--- src/rtl/wlk_pkg.sv ---
package wlk_pkg;

  typedef enum logic [1:0] {
    ST_IDLE = 2'd0,
    ST_WR   = 2'd1,
    ST_RD   = 2'd2,
    ST_WAIT = 2'd3
  } wlk_state_e;

endpackage

--- src/rtl/wlk_pattern_gen.sv ---
module wlk_pattern_gen #(
  parameter int DW = 8
) (
  input  logic          clk,
  input  logic          rst_n,
  input  logic          load_i,
  input  logic          adv_i,
  input  logic          active_i,
  output logic [DW-1:0] pat_o,
  output logic          wrap_o
);

  logic [DW-1:0] pat_q;
  logic [DW-1:0] pat_d;
  logic [DW-1:0] shl;
  logic          pat_en;

  assign shl    = {pat_q[DW-2:0], 1'b0};
  assign wrap_o = (shl == '0);
  assign pat_en = load_i | adv_i;

  always_comb begin
    pat_d = pat_q;
    if (load_i) begin
      pat_d = {{(DW-1){1'b0}}, 1'b1};
    end else if (adv_i) begin
      pat_d = shl;
    end
  end

  always_ff @(posedge clk or negedge rst_n) begin
    if (!rst_n) begin
      pat_q <= '0;
    end else if (pat_en) begin
      pat_q <= pat_d;
    end
  end

  assign pat_o = pat_q;

  // only one bit set while a run uses the pattern
  assert_single_hot_R1: assert property (@(posedge clk) disable iff (!rst_n)
    active_i |-> ($countones(pat_q) == 1));

  // advancing moves the bit exactly one place up
  assert_step_up_R1: assert property (@(posedge clk) disable iff (!rst_n)
    (adv_i && !load_i) |=> (pat_q == {$past(pat_q[DW-2:0]), 1'b0}));

endmodule

--- src/rtl/wlk_lat_timer.sv ---
module wlk_lat_timer #(
  parameter int RD_LAT = 2
) (
  input  logic clk,
  input  logic rst_n,
  input  logic arm_i,
  input  logic run_i,
  output logic expire_o
);

  localparam int CW = (RD_LAT > 1) ? $clog2(RD_LAT) : 1;
  localparam logic [CW-1:0] LOAD_VAL = CW'(RD_LAT - 1);

  logic [CW-1:0] cnt_q;
  logic [CW-1:0] cnt_d;
  logic          cnt_en;

  assign cnt_en   = arm_i | (run_i && (cnt_q != '0));
  assign expire_o = run_i && (cnt_q == '0);

  always_comb begin
    cnt_d = cnt_q;
    if (arm_i) begin
      cnt_d = LOAD_VAL;
    end else if (run_i && (cnt_q != '0)) begin
      cnt_d = cnt_q - 1'b1;
    end
  end

  always_ff @(posedge clk or negedge rst_n) begin
    if (!rst_n) begin
      cnt_q <= '0;
    end else if (cnt_en) begin
      cnt_q <= cnt_d;
    end
  end

  // a wait that has not expired keeps counting down
  assert_countdown_R5: assert property (@(posedge clk) disable iff (!rst_n)
    (run_i && !expire_o && !arm_i) |=> (cnt_q == $past(cnt_q) - 1'b1));

endmodule

--- src/rtl/wlk_ctrl.sv ---
module wlk_ctrl
  import wlk_pkg::*;
(
  input  logic       clk,
  input  logic       rst_n,
  input  logic       start_i,
  input  logic       expire_i,
  input  logic       match_i,
  input  logic       wrap_i,
  output wlk_state_e state_o,
  output logic       accept_o,
  output logic       adv_o,
  output logic       arm_o,
  output logic       run_o,
  output logic       fail_o,
  output logic       pass_o
);

  wlk_state_e state_q;
  wlk_state_e state_d;

  always_comb begin
    state_d  = state_q;
    accept_o = 1'b0;
    adv_o    = 1'b0;
    arm_o    = 1'b0;
    run_o    = 1'b0;
    fail_o   = 1'b0;
    pass_o   = 1'b0;
    unique case (state_q)
      ST_IDLE: begin
        if (start_i) begin
          accept_o = 1'b1;
          state_d  = ST_WR;
        end
      end
      ST_WR: begin
        state_d = ST_RD;
      end
      ST_RD: begin
        arm_o   = 1'b1;
        state_d = ST_WAIT;
      end
      ST_WAIT: begin
        run_o = 1'b1;
        if (expire_i) begin
          if (!match_i) begin
            fail_o  = 1'b1;
            state_d = ST_IDLE;
          end else if (wrap_i) begin
            pass_o  = 1'b1;
            state_d = ST_IDLE;
          end else begin
            adv_o   = 1'b1;
            state_d = ST_WR;
          end
        end
      end
      default: state_d = ST_IDLE;
    endcase
  end

  always_ff @(posedge clk or negedge rst_n) begin
    if (!rst_n) begin
      state_q <= ST_IDLE;
    end else begin
      state_q <= state_d;
    end
  end

  assign state_o = state_q;

  // a start seen outside idle never restarts the sequence
  assert_busy_start_ignored_R3: assert property (@(posedge clk) disable iff (!rst_n)
    (state_q == ST_RD) |=> (state_q == ST_WAIT));

  // an ending comparison returns to idle
  assert_end_to_idle_R6: assert property (@(posedge clk) disable iff (!rst_n)
    (fail_o || pass_o) |=> (state_q == ST_IDLE));

endmodule

--- src/rtl/wlk_result.sv ---
module wlk_result #(
  parameter int DW = 8
) (
  input  logic          clk,
  input  logic          rst_n,
  input  logic          clr_i,
  input  logic          fail_i,
  input  logic          pass_i,
  input  logic [DW-1:0] pat_i,
  output logic          done_o,
  output logic          pass_o,
  output logic [DW-1:0] fail_pat_o
);

  logic          done_q;
  logic          pass_q;
  logic [DW-1:0] fpat_q;
  logic          pass_d;
  logic [DW-1:0] fpat_d;
  logic          pass_en;
  logic          fpat_en;

  assign pass_en = clr_i | fail_i | pass_i;
  assign fpat_en = clr_i | fail_i;

  always_comb begin
    pass_d = pass_i;
    fpat_d = fail_i ? pat_i : '0;
  end

  always_ff @(posedge clk or negedge rst_n) begin
    if (!rst_n) begin
      done_q <= 1'b0;
      pass_q <= 1'b0;
      fpat_q <= '0;
    end else begin
      done_q <= fail_i | pass_i;
      if (pass_en) begin
        pass_q <= pass_d;
      end
      if (fpat_en) begin
        fpat_q <= fpat_d;
      end
    end
  end

  assign done_o     = done_q;
  assign pass_o     = pass_q;
  assign fail_pat_o = fpat_q;

  // single-cycle completion pulse
  assert_done_pulse_R8: assert property (@(posedge clk) disable iff (!rst_n)
    done_q |=> !done_q);

  // a pass reports a zero pattern
  assert_pass_zero_R7: assert property (@(posedge clk) disable iff (!rst_n)
    (done_q && pass_q) |-> (fpat_q == '0));

  // results only move on a start or a run end
  assert_hold_R9: assert property (@(posedge clk) disable iff (!rst_n)
    (!clr_i && !fail_i && !pass_i) |=> ($stable(pass_q) && $stable(fpat_q)));

endmodule

--- src/rtl/wlk_tester.sv ---
module wlk_tester
  import wlk_pkg::*;
#(
  parameter int DW     = 8,
  parameter int AW     = 10,
  parameter int RD_LAT = 2
) (
  input  logic          clk,
  input  logic          rst_n,
  input  logic          start_i,
  input  logic [AW-1:0] test_addr_i,
  output logic          mem_en_o,
  output logic          mem_we_o,
  output logic [AW-1:0] mem_addr_o,
  output logic [DW-1:0] mem_wdata_o,
  input  logic [DW-1:0] mem_rdata_i,
  output logic          done_o,
  output logic          pass_o,
  output logic [DW-1:0] fail_pat_o
);

  logic [1:0]    rs_q;
  logic          rst_n_int;
  wlk_state_e    state;
  logic          accept;
  logic          adv;
  logic          arm;
  logic          run;
  logic          fire_fail;
  logic          fire_pass;
  logic          expire;
  logic          match;
  logic          wrap;
  logic          active;
  logic [DW-1:0] pat;
  logic [AW-1:0] addr_q;

  // asynchronous assertion, synchronous release
  always_ff @(posedge clk or negedge rst_n) begin
    if (!rst_n) begin
      rs_q <= '0;
    end else begin
      rs_q <= {rs_q[0], 1'b1};
    end
  end
  assign rst_n_int = rs_q[1];

  always_ff @(posedge clk or negedge rst_n_int) begin
    if (!rst_n_int) begin
      addr_q <= '0;
    end else if (accept) begin
      addr_q <= test_addr_i;
    end
  end

  assign match  = (mem_rdata_i == pat);
  assign active = (state != ST_IDLE);

  wlk_ctrl u_ctrl (
    .clk      (clk),
    .rst_n    (rst_n_int),
    .start_i  (start_i),
    .expire_i (expire),
    .match_i  (match),
    .wrap_i   (wrap),
    .state_o  (state),
    .accept_o (accept),
    .adv_o    (adv),
    .arm_o    (arm),
    .run_o    (run),
    .fail_o   (fire_fail),
    .pass_o   (fire_pass)
  );

  wlk_pattern_gen #(.DW(DW)) u_pat (
    .clk      (clk),
    .rst_n    (rst_n_int),
    .load_i   (accept),
    .adv_i    (adv),
    .active_i (active),
    .pat_o    (pat),
    .wrap_o   (wrap)
  );

  wlk_lat_timer #(.RD_LAT(RD_LAT)) u_lat (
    .clk      (clk),
    .rst_n    (rst_n_int),
    .arm_i    (arm),
    .run_i    (run),
    .expire_o (expire)
  );

  wlk_result #(.DW(DW)) u_res (
    .clk        (clk),
    .rst_n      (rst_n_int),
    .clr_i      (accept),
    .fail_i     (fire_fail),
    .pass_i     (fire_pass),
    .pat_i      (pat),
    .done_o     (done_o),
    .pass_o     (pass_o),
    .fail_pat_o (fail_pat_o)
  );

  assign mem_en_o    = (state == ST_WR) || (state == ST_RD);
  assign mem_we_o    = (state == ST_WR);
  assign mem_addr_o  = addr_q;
  assign mem_wdata_o = pat;

  // every write is read back in the next cycle at the same address
  assert_write_then_read_R4: assert property (@(posedge clk) disable iff (!rst_n_int)
    (mem_en_o && mem_we_o) |=> (mem_en_o && !mem_we_o && (mem_addr_o == $past(mem_addr_o))));

  // the address does not move between consecutive accesses
  assert_addr_steady_R3: assert property (@(posedge clk) disable iff (!rst_n_int)
    (mem_en_o && $past(mem_en_o)) |-> (mem_addr_o == $past(mem_addr_o)));

  // nothing is accessed after a mismatch
  assert_stop_on_mismatch_R6: assert property (@(posedge clk) disable iff (!rst_n_int)
    fire_fail |=> (!mem_en_o && !pass_o && (fail_pat_o == $past(pat))));

  // a mismatch on the last pattern is a failure
  assert_last_fail_R11: assert property (@(posedge clk) disable iff (!rst_n_int)
    (fire_fail && wrap) |=> (!pass_o && fail_pat_o[DW-1]));

endmodule

--- config.mk ---
export PLATFORM = sky130hd
export DESIGN_NAME = wlk_tester
export DESIGN_NICKNAME = d
export VERILOG_FILES = /design/src/rtl/wlk_pkg.sv /design/src/rtl/wlk_pattern_gen.sv /design/src/rtl/wlk_lat_timer.sv /design/src/rtl/wlk_ctrl.sv /design/src/rtl/wlk_result.sv /design/src/rtl/wlk_tester.sv
export SDC_FILE = /design/constraint.sdc
export NUM_CORES = 1
export LEC_CHECK = 0
export ABC_AREA = 1
export CAP_MARGIN = 10
export CORE_MARGIN = 5
export CORE_UTILIZATION = 48
export CTS_BUF_LIST = sky130_fd_sc_hd__clkbuf_8
export DETAILED_ROUTE_END_ITERATION = 8
export HOLD_SLACK_MARGIN = 0.06
export PLACE_DENSITY = 0.82
export SETUP_SLACK_MARGIN = 0.15
export SLEW_MARGIN = 20
export SYNTH_ARGS = -nofsm -noshare
export SYNTH_HDL_FRONTEND = slang
export SYNTH_HIERARCHICAL = 1
export SYNTH_SLANG_ARGS = --single-unit
--- constraint.sdc ---
create_clock -name clk -period 1.3 [get_ports clk]
set_clock_uncertainty 0.05 [all_clocks]
set_input_delay 0.325 -clock clk [delete_from_list [all_inputs] [get_ports clk]]
set_output_delay 0.325 -clock clk [all_outputs]
set_load 0.01 [all_outputs]
==> results of run 1 <==
## layout by cell type, fill, tap and decap left out, types with 2 or more instances in the layout
| cell type | instances |
|---|---|
| nor2_8 | 2 |
| nor2_2 | 4 |
| nand2_2 | 10 |
| clkdlybuf4s50_1 | 12 |
| dfrtp_1 | 26 |
| nor2_4 | 2 |
| mux2_4 | 10 |
| buf_12 | 2 |
| ha_1 | 2 |
| nor2_1 | 13 |
| nand2_1 | 63 |
| inv_1 | 19 |
| dlygate4sd2_1 | 7 |
| inv_4 | 2 |
| buf_2 | 17 |
| inv_2 | 7 |
| buf_4 | 53 |
| nand3_1 | 7 |
| ha_4 | 3 |
| nand3_2 | 3 |
| dfrtp_2 | 7 |
| buf_6 | 27 |
| clkbuf_8 | 6 |
## area by class of cell
type	instances	area (µm²)	share of cell area, %
multi-input combinational	126	816	27.3
inverter	28	114	3.82
clock inverter	2	33.8	1.13
timing repair buffer	120	1050	35.1
tap	46	57.6	1.93
sequential	33	835	28.0
clock buffer	6	82.6	2.77
## where the power goes
part | internal (mW) | leakage [nW] | switching [mW]
logic | 1.52 | 1.17 | 1.26
clock network | 0.617 | 0.0626 | 0.388
registers | 1.28 | 0.414 | 0.200
## repair_timing
action	CTS	global route
resized for setup	159	31
gates cloned	1	1
endpoints found under the setup margin	61	61
pin swaps	18	10
buffers inserted	25	16
## per-stage QoR
| step | hold slack (ps) | TNS (ps) |
|---|---|---|
| after floorplan | -20.6 | -7060 |
| after global placement | 212 | -15430 |
| after detailed placement | 245 | -16740 |
| after CTS | 156 | -9900 |
| after global routing | 167 | -16330 |
| final | 155 | -13780 |
## sequential cells by signal (all words and copies together), names as in the netlist
register and cells:
u_res/fail_pat_o 8, u_pat/pat_o 8, mem_addr_o 10, rs_q 2, u_res/done_o 1, u_res/pass_o 1, u_lat/cnt_q 1, u_ctrl/state_o 2
## final timing paths
path,from,end,slack (ps),cells after the start
min reg2reg,rs_q[1],u_lat/cnt_q,270,1
min,rst_n,rs_q[0],150,1
min in group clk,rs_q[0],rs_q[1],350,0
max reg2reg,u_pat/pat_o[4],u_pat/pat_o[3],-520,11
max,u_pat/pat_o[4],u_pat/pat_o[3],-520,11
max in group asynchronous,rs_q[1],u_pat/pat_o[3],620,1
## metal layers
layer  share of wire (%)  vias up  global-route usage (%)
li1                    -      814                       -
met1                  35      878                    25.9
met2                  53      119                    39.5
met3                 8.6       24                    4.70
met4                 3.5        0                    8.76
met5                   0        -                       0
==> impl_results.md, run 1 <==
- Setup slack after placement: -752 ps
- H-Tree Depth: 2
- Layout cell share with drive strength beyond 1: 51.1%
- TritonCTS clock tree: done
- CP peak stage delay: 450 ps
- Buffers added on ports: 50
- Gr ovfl total: 0
- PwrDens: 1760 nW/µm²
- Final Setup Violations: 38
- Crit-path cells: buf_4, nor2_2, nand2_1, nor2_2, inv_1, nand3_2, nor2_2, buf_6, nor2_8, nand2_1, nand2_1
- Initial antenna violation count: 0
- Setup WS post-layout: -522 ps
- Tmin final: 1820 ps
- Average size of a mapped cell: 8.78 µm²
- Peak supply drop: 0.00144 V
- Wire length of the first global-routing pass: 7.56 mm
- Largest net degree at the start of global routing: 32
- Final std cells w/o fill: 361
- Total GRT Usage: 22.2%
- Final period util: 140%
- Diode count: 0
- Drt first pass iters: 5
- Crit path launch type: register
- Worst path top cell family by delay: simple AND/OR/NAND/NOR gates
- Post-cts hold buffer count: 0
- Hold Violations, Final: 0
- Remaining antenna violation count after routing: 0
- Placed Instance Area: 2440 µm²
- Area grow syn2layout: 79.7%
- Die H: 68.8 µm
- Placed insts: 310
- Critical-path maximum fanout: 8
- Total Wirelength: 6.48 mm
- Leakage: 1.65 nW
- Mapped Area: 1660 µm²
- Fmax: 0.549 GHz
- DRC viols: 0
- Core area: 3340 µm²
- Mapped Nets: 216
- Die Area: 4740 µm²
- HPWL Detailed: 3.18 mm
- Clock Path Buffers: 2
- RSZ-0062 raised after global routing: yes
- Outcome: finished, violations left
- HP Class: in2async
- Net count, final: 341
- I/O pin count: 51
- Drt initial violations: 264
- Failing checks: setup timing
- Via Count: 1,835
- Vias in the first global route: 1,647
- Worst path bufs/invs: 3
- Critical Path RT: 1460 ps
- Synthesized netlist cell count: 189
- MaxCap Viol Count: 0
- Die width: 68.8 µm
- Final instance area: 2980 µm²
- Clock sink total: 33
- Clock root cell: clkbuf_8
- Slew Viols, Final: 0
- Reg clk slew, reported paths: 70 ps
- Ys Warns: 6
- Crit end category: register
- Num CTS Buffers: 5
- Worst EP arrival: 1990 ps
- Avg WL per Cell: 18.0 µm
- Fillcell total: 148
- Core Util, Final: 89.4%
- Final Wtd Congestion: 0.851
- Later-pin clock latency in the skew report: 290 ps
- Slowest CP cell: dfrtp_2
- Initial core utilization: 49.8%
- Site Rows: 21
- CP Class: reg2reg
- DR vias/cell: 5.08
- Final Power: 5.26 mW
(Power assumes the default switching activity.)
==> inputs of run 2 (changes only) <==
--- a/config.mk
+++ b/config.mk
@@ -12,7 +12,7 @@
 export CTS_BUF_LIST = sky130_fd_sc_hd__clkbuf_8
 export DETAILED_ROUTE_END_ITERATION = 8
 export HOLD_SLACK_MARGIN = 0.06
-export PLACE_DENSITY = 0.82
+export PLACE_DENSITY = 0.83
 export SETUP_SLACK_MARGIN = 0.15
 export SLEW_MARGIN = 20
 export SYNTH_ARGS = -nofsm -noshare
==> run 2 against run 1 <==
Cell area up 1.6%. Worst hold slack got worse by 9.3 ps. Routed wire length grew 1.4%. Core utilization increased by 1.4 points. Sequential cell count stayed put. Largest cell class unchanged. First-iteration DRC count is 21% lower. Global-route usage rose by 3.4 points. Sequential share of layout area fell by 0.44 points. The run still ends with setup timing left. Clock-buffer cell count down 1. Die area unchanged. Via count up 1.1%. Register-to-register slack better by 30 ps.
==> impl_results.md, run 2 (synthesis gave the netlist of run 1 again) <==
- Net count, final: 336
- Die H: 68.8 µm
- Clock Path Buffers: 2
- Num CTS Buffers: 5
- Diode count: 0
- Initial core utilization: 49.8%
- RR Startpoint: u_pat/pat_o[7]
- Peak supply drop: 0.00144 V
- Final Setup Violations: 39
- Crit end category: register
- Die width: 68.8 µm
- Critical Path Start: u_pat/pat_o[7]
- Gr ovfl total: 0
- HPWL Detailed: 2.96 mm
- Total Wirelength: 6.57 mm
- R2r setup slk: -500 ps
- Outcome: finished, violations left
- HP Class: in2async
- Leakage: 1.63 nW
- Critical-path maximum fanout: 6
- Buffers added on ports: 50
- Final Power: 5.36 mW
- Final period util: 138%
- Later-pin clock latency in the skew report: 290 ps
- DRC viols: 0
- TritonCTS clock tree: done
- Site Rows: 21
- Final Wtd Congestion: 0.799
- I/O pin count: 51
- Register share of total power: 27.2%
- Worst reg-to-reg path cell count: 11
- Clock root cell: clkbuf_8
- Core area: 3340 µm²
- Via Count: 1,855
- Clock group share of total power: 14.0%
- Core Util, Final: 90.9%
- Remaining antenna violation count after routing: 0
- PwrDens: 1770 nW/µm²
- Reg clk slew, reported paths: 70 ps
- Area grow syn2layout: 82.6%
- Worst R2R End: u_res/fail_pat_o[7]
- Most frequent cells in the layout: 57 x nand2_1, 43 x buf_6, 36 x buf_4
- Crit path launch type: register
- DR vias/cell: 5.21
- Largest net degree at the start of global routing: 32
- MaxCap Viol Count: 0
- Tmin final: 1800 ps
- Drt initial violations: 208
- Sw power: 1.93 mW
- Clock sink total: 33
- Setup WS post-layout: -497 ps
- Avg WL per Cell: 18.5 µm
- Failing checks: setup timing
- Total GRT Usage: 25.6%
- Critical Path RT: 1470 ps
- Initial antenna violation count: 0
- Drt first pass iters: 5
- Switching Fraction: 36.0%
- Wire length of the first global-routing pass: 8.56 mm
- H-Tree Depth: 2
- Fmax: 0.557 GHz
- Comb pwr share: 58.8%
- CP Class: reg2reg
- Worst EP arrival: 1970 ps
- Slew Viols, Final: 0
- Vias in the first global route: 1,808
- Max reg flops: 10
- Power Internal: 3.43 mW
- Layout cell share with drive strength beyond 1: 53.2%
- Die Area: 4740 µm²
- Hold Violations, Final: 0
- RSZ-0062 raised after global routing: yes
- Commonest non-fill, non-tap cell in the layout: nand2_1
run 2: what timing repair did:
item,4_1_cts,5_1_grt
pin swaps,9,14
resized for setup,171,44
setup endpoints to repair,60,61
hold buffers,0,0
gates cloned,2,0
buffers inserted,20,18
run 2: per-layer routing:
| layer | track usage, % | wire length [µm] | vias to the layer above |
|---|---|---|---|
| met2 | 48.3 | 3520 | 121 |
| li1 | - | - | 809 |
| met5 | 0 | 0 | - |
| met4 | 9.98 | 279 | 0 |
| met1 | 26.5 | 2260 | 888 |
| met3 | 6.97 | 508 | 37 |
run 2: power by group through the flow:
stage / Combinational [mW] / Clock, mW / Sequential (mW)
3_3_place_gp: 1.93 / 0 / 1.43
3_5_place_dp: 1.98 / 0 / 1.45
2_1_floorplan: 0.955 / 0 / 1.55
4_1_cts: 2.49 / 0.728 / 1.43
5_1_grt: 3.33 / 0.794 / 1.48
6_report: 3.15 / 0.749 / 1.46
run 2: per-stage QoR:
stage / hold WS (ps) / cells / setup WS [ps] / area [µm²] / TNS [ps]
final: 145 / 356 / -497 / 3030 / -15290
after global routing: 145 / 356 / -578 / 3030 / -17700
after CTS: 150 / 338 / -421 / 2750 / -11920
after detailed placement: 215 / 308 / -727 / 2420 / -16590
after global placement: 211 / 308 / -651 / 2420 / -15690
after floorplan: -20.6 / 189 / -296 / 1690 / -7060
run 2: final cells by class:
class | count | area (µm²)
Timing Repair Buffer | 115 | 1100
Multi-Input combinational cell | 126 | 841
Sequential cell | 33 | 835
Fill cell | 127 | 305
Inverter | 28 | 116
Clock buffer | 5 | 68.8
Tap cell | 46 | 57.6
Clock inverter | 3 | 13.8
run 2: critical path, cell delays in order, from the launching register on:
cell	delay, ps
dfrtp_1	400
nand2_1	100
nand2_1	80
nor2_1	160
nand2_1	130
nor2_2	150
buf_6	130
nor3_4	40
buf_6	140
nor2_4	170
nand2_1	90
nand2_1	80
run 2: worst max-delay path by stage:
stage,slack [ps],end,cells past startpoint
after floorplan,-300,mem_addr_o[0],6
final,-500,u_res/fail_pat_o[7],11
after global placement,-650,u_pat/pat_o[0],13
after CTS,-420,mem_addr_o[9],10
after global routing,-580,u_pat/pat_o[5],11
after detailed placement,-730,u_pat/pat_o[3],13
==> inputs of run 3 (changes only) <==
--- a/config.mk
+++ b/config.mk
@@ -7,10 +7,12 @@
 export LEC_CHECK = 0
 export ABC_AREA = 1
 export CAP_MARGIN = 10
+export CORE_ASPECT_RATIO = 0.9
 export CORE_MARGIN = 5
 export CORE_UTILIZATION = 48
 export CTS_BUF_LIST = sky130_fd_sc_hd__clkbuf_8
 export DETAILED_ROUTE_END_ITERATION = 8
+export GPL_TIMING_DRIVEN = 0
 export HOLD_SLACK_MARGIN = 0.06
 export PLACE_DENSITY = 0.83
 export SETUP_SLACK_MARGIN = 0.15
==> run 3 against run 2 <==
The run still ends with setup timing left. Core utilization shrank 11 points. Non-clock buffer count shrank 22. Clock power shrank 3.7%. First-iteration DRC count shrank 50%. Worst hold slack gained 9.2 ps. Maximum frequency grew 7.4%. Largest power group unchanged. Clock-buffer cell count is the same. Die area is essentially flat. Critical path type unchanged.
==> impl_results.md, run 3 (synthesis gave the netlist of run 1 again) <==
- Outcome: finished, violations left
- Failing checks: setup timing
- Via Count: 1,583
- Max reg flops: 10
- Gr ovfl total: 0
- DR vias/cell: 4.78
- DRC viols: 0
- Most frequent cells in the layout: 66 x nand2_1, 32 x buf_4, 24 x dfrtp_1
- Total Wirelength: 4.86 mm
- MaxCap Viol Count: 0
- Hold WS: 154 ps
- Leakage: 1.46 nW
- Avg WL per Cell: 14.7 µm
- Worst EP arrival: 1790 ps
- Final instance area: 2680 µm²
- Critical Path Start: u_pat/pat_o[1]
- Clock Path Buffers: 2
- Largest net degree at the start of global routing: 32
- Crit end category: register
- CP Class: reg2reg
- H-Tree Depth: 2
- Tmin final: 1670 ps
- Initial core utilization: 49.5%
- Crit path launch type: register
- Wire length of the first global-routing pass: 6.99 mm
- Initial antenna violation count: 0
- Layout cell share with drive strength beyond 1: 45.6%
- Core area: 3350 µm²
- Num CTS Buffers: 5
- Buffers added on ports: 50
- Clock sink total: 33
- TritonCTS clock tree: done
- Critical-path maximum fanout: 8
- Drt first pass iters: 4
- Die H: 65.8 µm
- Reg clk slew, reported paths: 60 ps
- Worst path top cell family by delay: simple AND/OR/NAND/NOR gates
- Diode count: 0
- RR Startpoint: u_pat/pat_o[1]
- Final Setup Violations: 37
- Peak supply drop: 0.00104 V
- PwrDens: 1690 nW/µm²
- Rel. slew slack: 55.5%
- Final Wtd Congestion: 0.767
- Net count, final: 313
- Hold Violations, Final: 0
- Fmax: 0.598 GHz
- Multi-input logic area: 800 µm²
- Setup WS post-layout: -372 ps
- Clock root cell: clkbuf_8
- Worst path bufs/invs: 1
- Final period util: 129%
- Placed Instance Area: 2250 µm²
- Area grow syn2layout: 61.2%
- CP peak stage delay: 430 ps
- Register area: 837 µm²
- I/O pin count: 51
- Post-cts hold buffer count: 0
- Site Rows: 20
- Commonest non-fill, non-tap cell in the layout: nand2_1
- HP Class: in2async
- Critical Path RT: 1410 ps
- Slowest CP cell: dfrtp_2
- Die width: 72.0 µm
- Die Area: 4740 µm²
- Crit-path cells: nor2_1, nor2_1, nor2_1, nand2_1, nor2_4, nand3_2, nor2_2, buf_6, nor2_8, nand2_1, nand2_1
- Vias in the first global route: 1,559
- Drt initial violations: 105
- HPWL Detailed: 2.49 mm
- Worst-margin pin slew: 668 ps
- Remaining antenna violation count after routing: 0
- Later-pin clock latency in the skew report: 280 ps
- Total GRT Usage: 19.5%
- Slew Viols, Final: 0
- RSZ-0062 raised after global routing: yes
- Fillcell total: 204
[run 3: cell count changes in the layout (fill, tap and decap cells not counted), sizes merged]
| cell | change |
|---|---|
| dlymetal6s2s | -2 |
| buf | -23 |
| dlygate4sd2 | +2 |
| clkbuf | +1 |
| nor2 | -1 |
[run 3: final timing paths]
path | end | slack (ps) | cells after the start
setup reg to reg | u_pat/pat_o[3] | -370 | 11
max in group asynchronous | u_pat/pat_o[3] | 470 | 0
setup / recovery | u_pat/pat_o[3] | -370 | 11
hold reg to reg | u_lat/cnt_q | 260 | 0
hold / removal | rs_q[0] | 150 | 1
min in group clk | rs_q[1] | 300 | 0
[run 3: area by class of cell]
class / count / area share, %
buffer: 3 / 1.59
inverter: 28 / 4.44
clock buffer: 5 / 2.57
tap: 44 / 2.06
multi-input combinational: 125 / 29.9
sequential: 33 / 31.3
timing repair buffer: 90 / 27.7
clock inverter: 3 / 0.514
[run 3: worst register-to-register path, stage by stage (launching register included)]
cell and delay (ps):
dfrtp_2 430, nor2_1 110, nor2_1 50, nor2_1 90, nand2_1 100, nor2_4 180
nand3_2 100, nor2_2 110, buf_6 150, nor2_8 60, nand2_1 70, nand2_1 70
[run 3: metal layers]
layer | vias up | track usage (%) | share of wire [%]
met4 | 0 | 9.62 | 2.7
li1 | 762 | - | -
met2 | 56 | 35.0 | 51
met3 | 14 | 4.26 | 5.5
met1 | 751 | 21.9 | 41
met5 | - | 0 | 0
[run 3: stage by stage]
stage | setup slack [ps] | total power, mW | TNS, ps | instances | utilization, %
CTS | -296 | 4.13 | -7540 | 318 | 74.1
global route | -437 | 4.78 | -11250 | 331 | 79.8
global placement | -712 | 3.14 | -19110 | 283 | 67.1
finish | -372 | 4.52 | -9210 | 331 | 79.8
floorplan | -296 | 2.50 | -7060 | 189 | -
detailed placement | -750 | 3.21 | -18430 | 283 | 67.1
[run 3: what timing repair did]
| action | in CTS | in global routing |
|---|---|---|
| gates cloned | 1 | 1 |
| gates resized for setup | 154 | 22 |
| endpoints found under the setup margin | 60 | 60 |
| buffers inserted | 26 | 13 |
| pin swaps | 8 | 11 |
[run 3: where the power goes]
group,internal (mW),switching (mW),leakage (nW),total [mW]
sequential,1.28,0.191,0.412,1.47
combinational,1.27,1.07,1.00,2.33
clock,0.362,0.359,0.0491,0.721
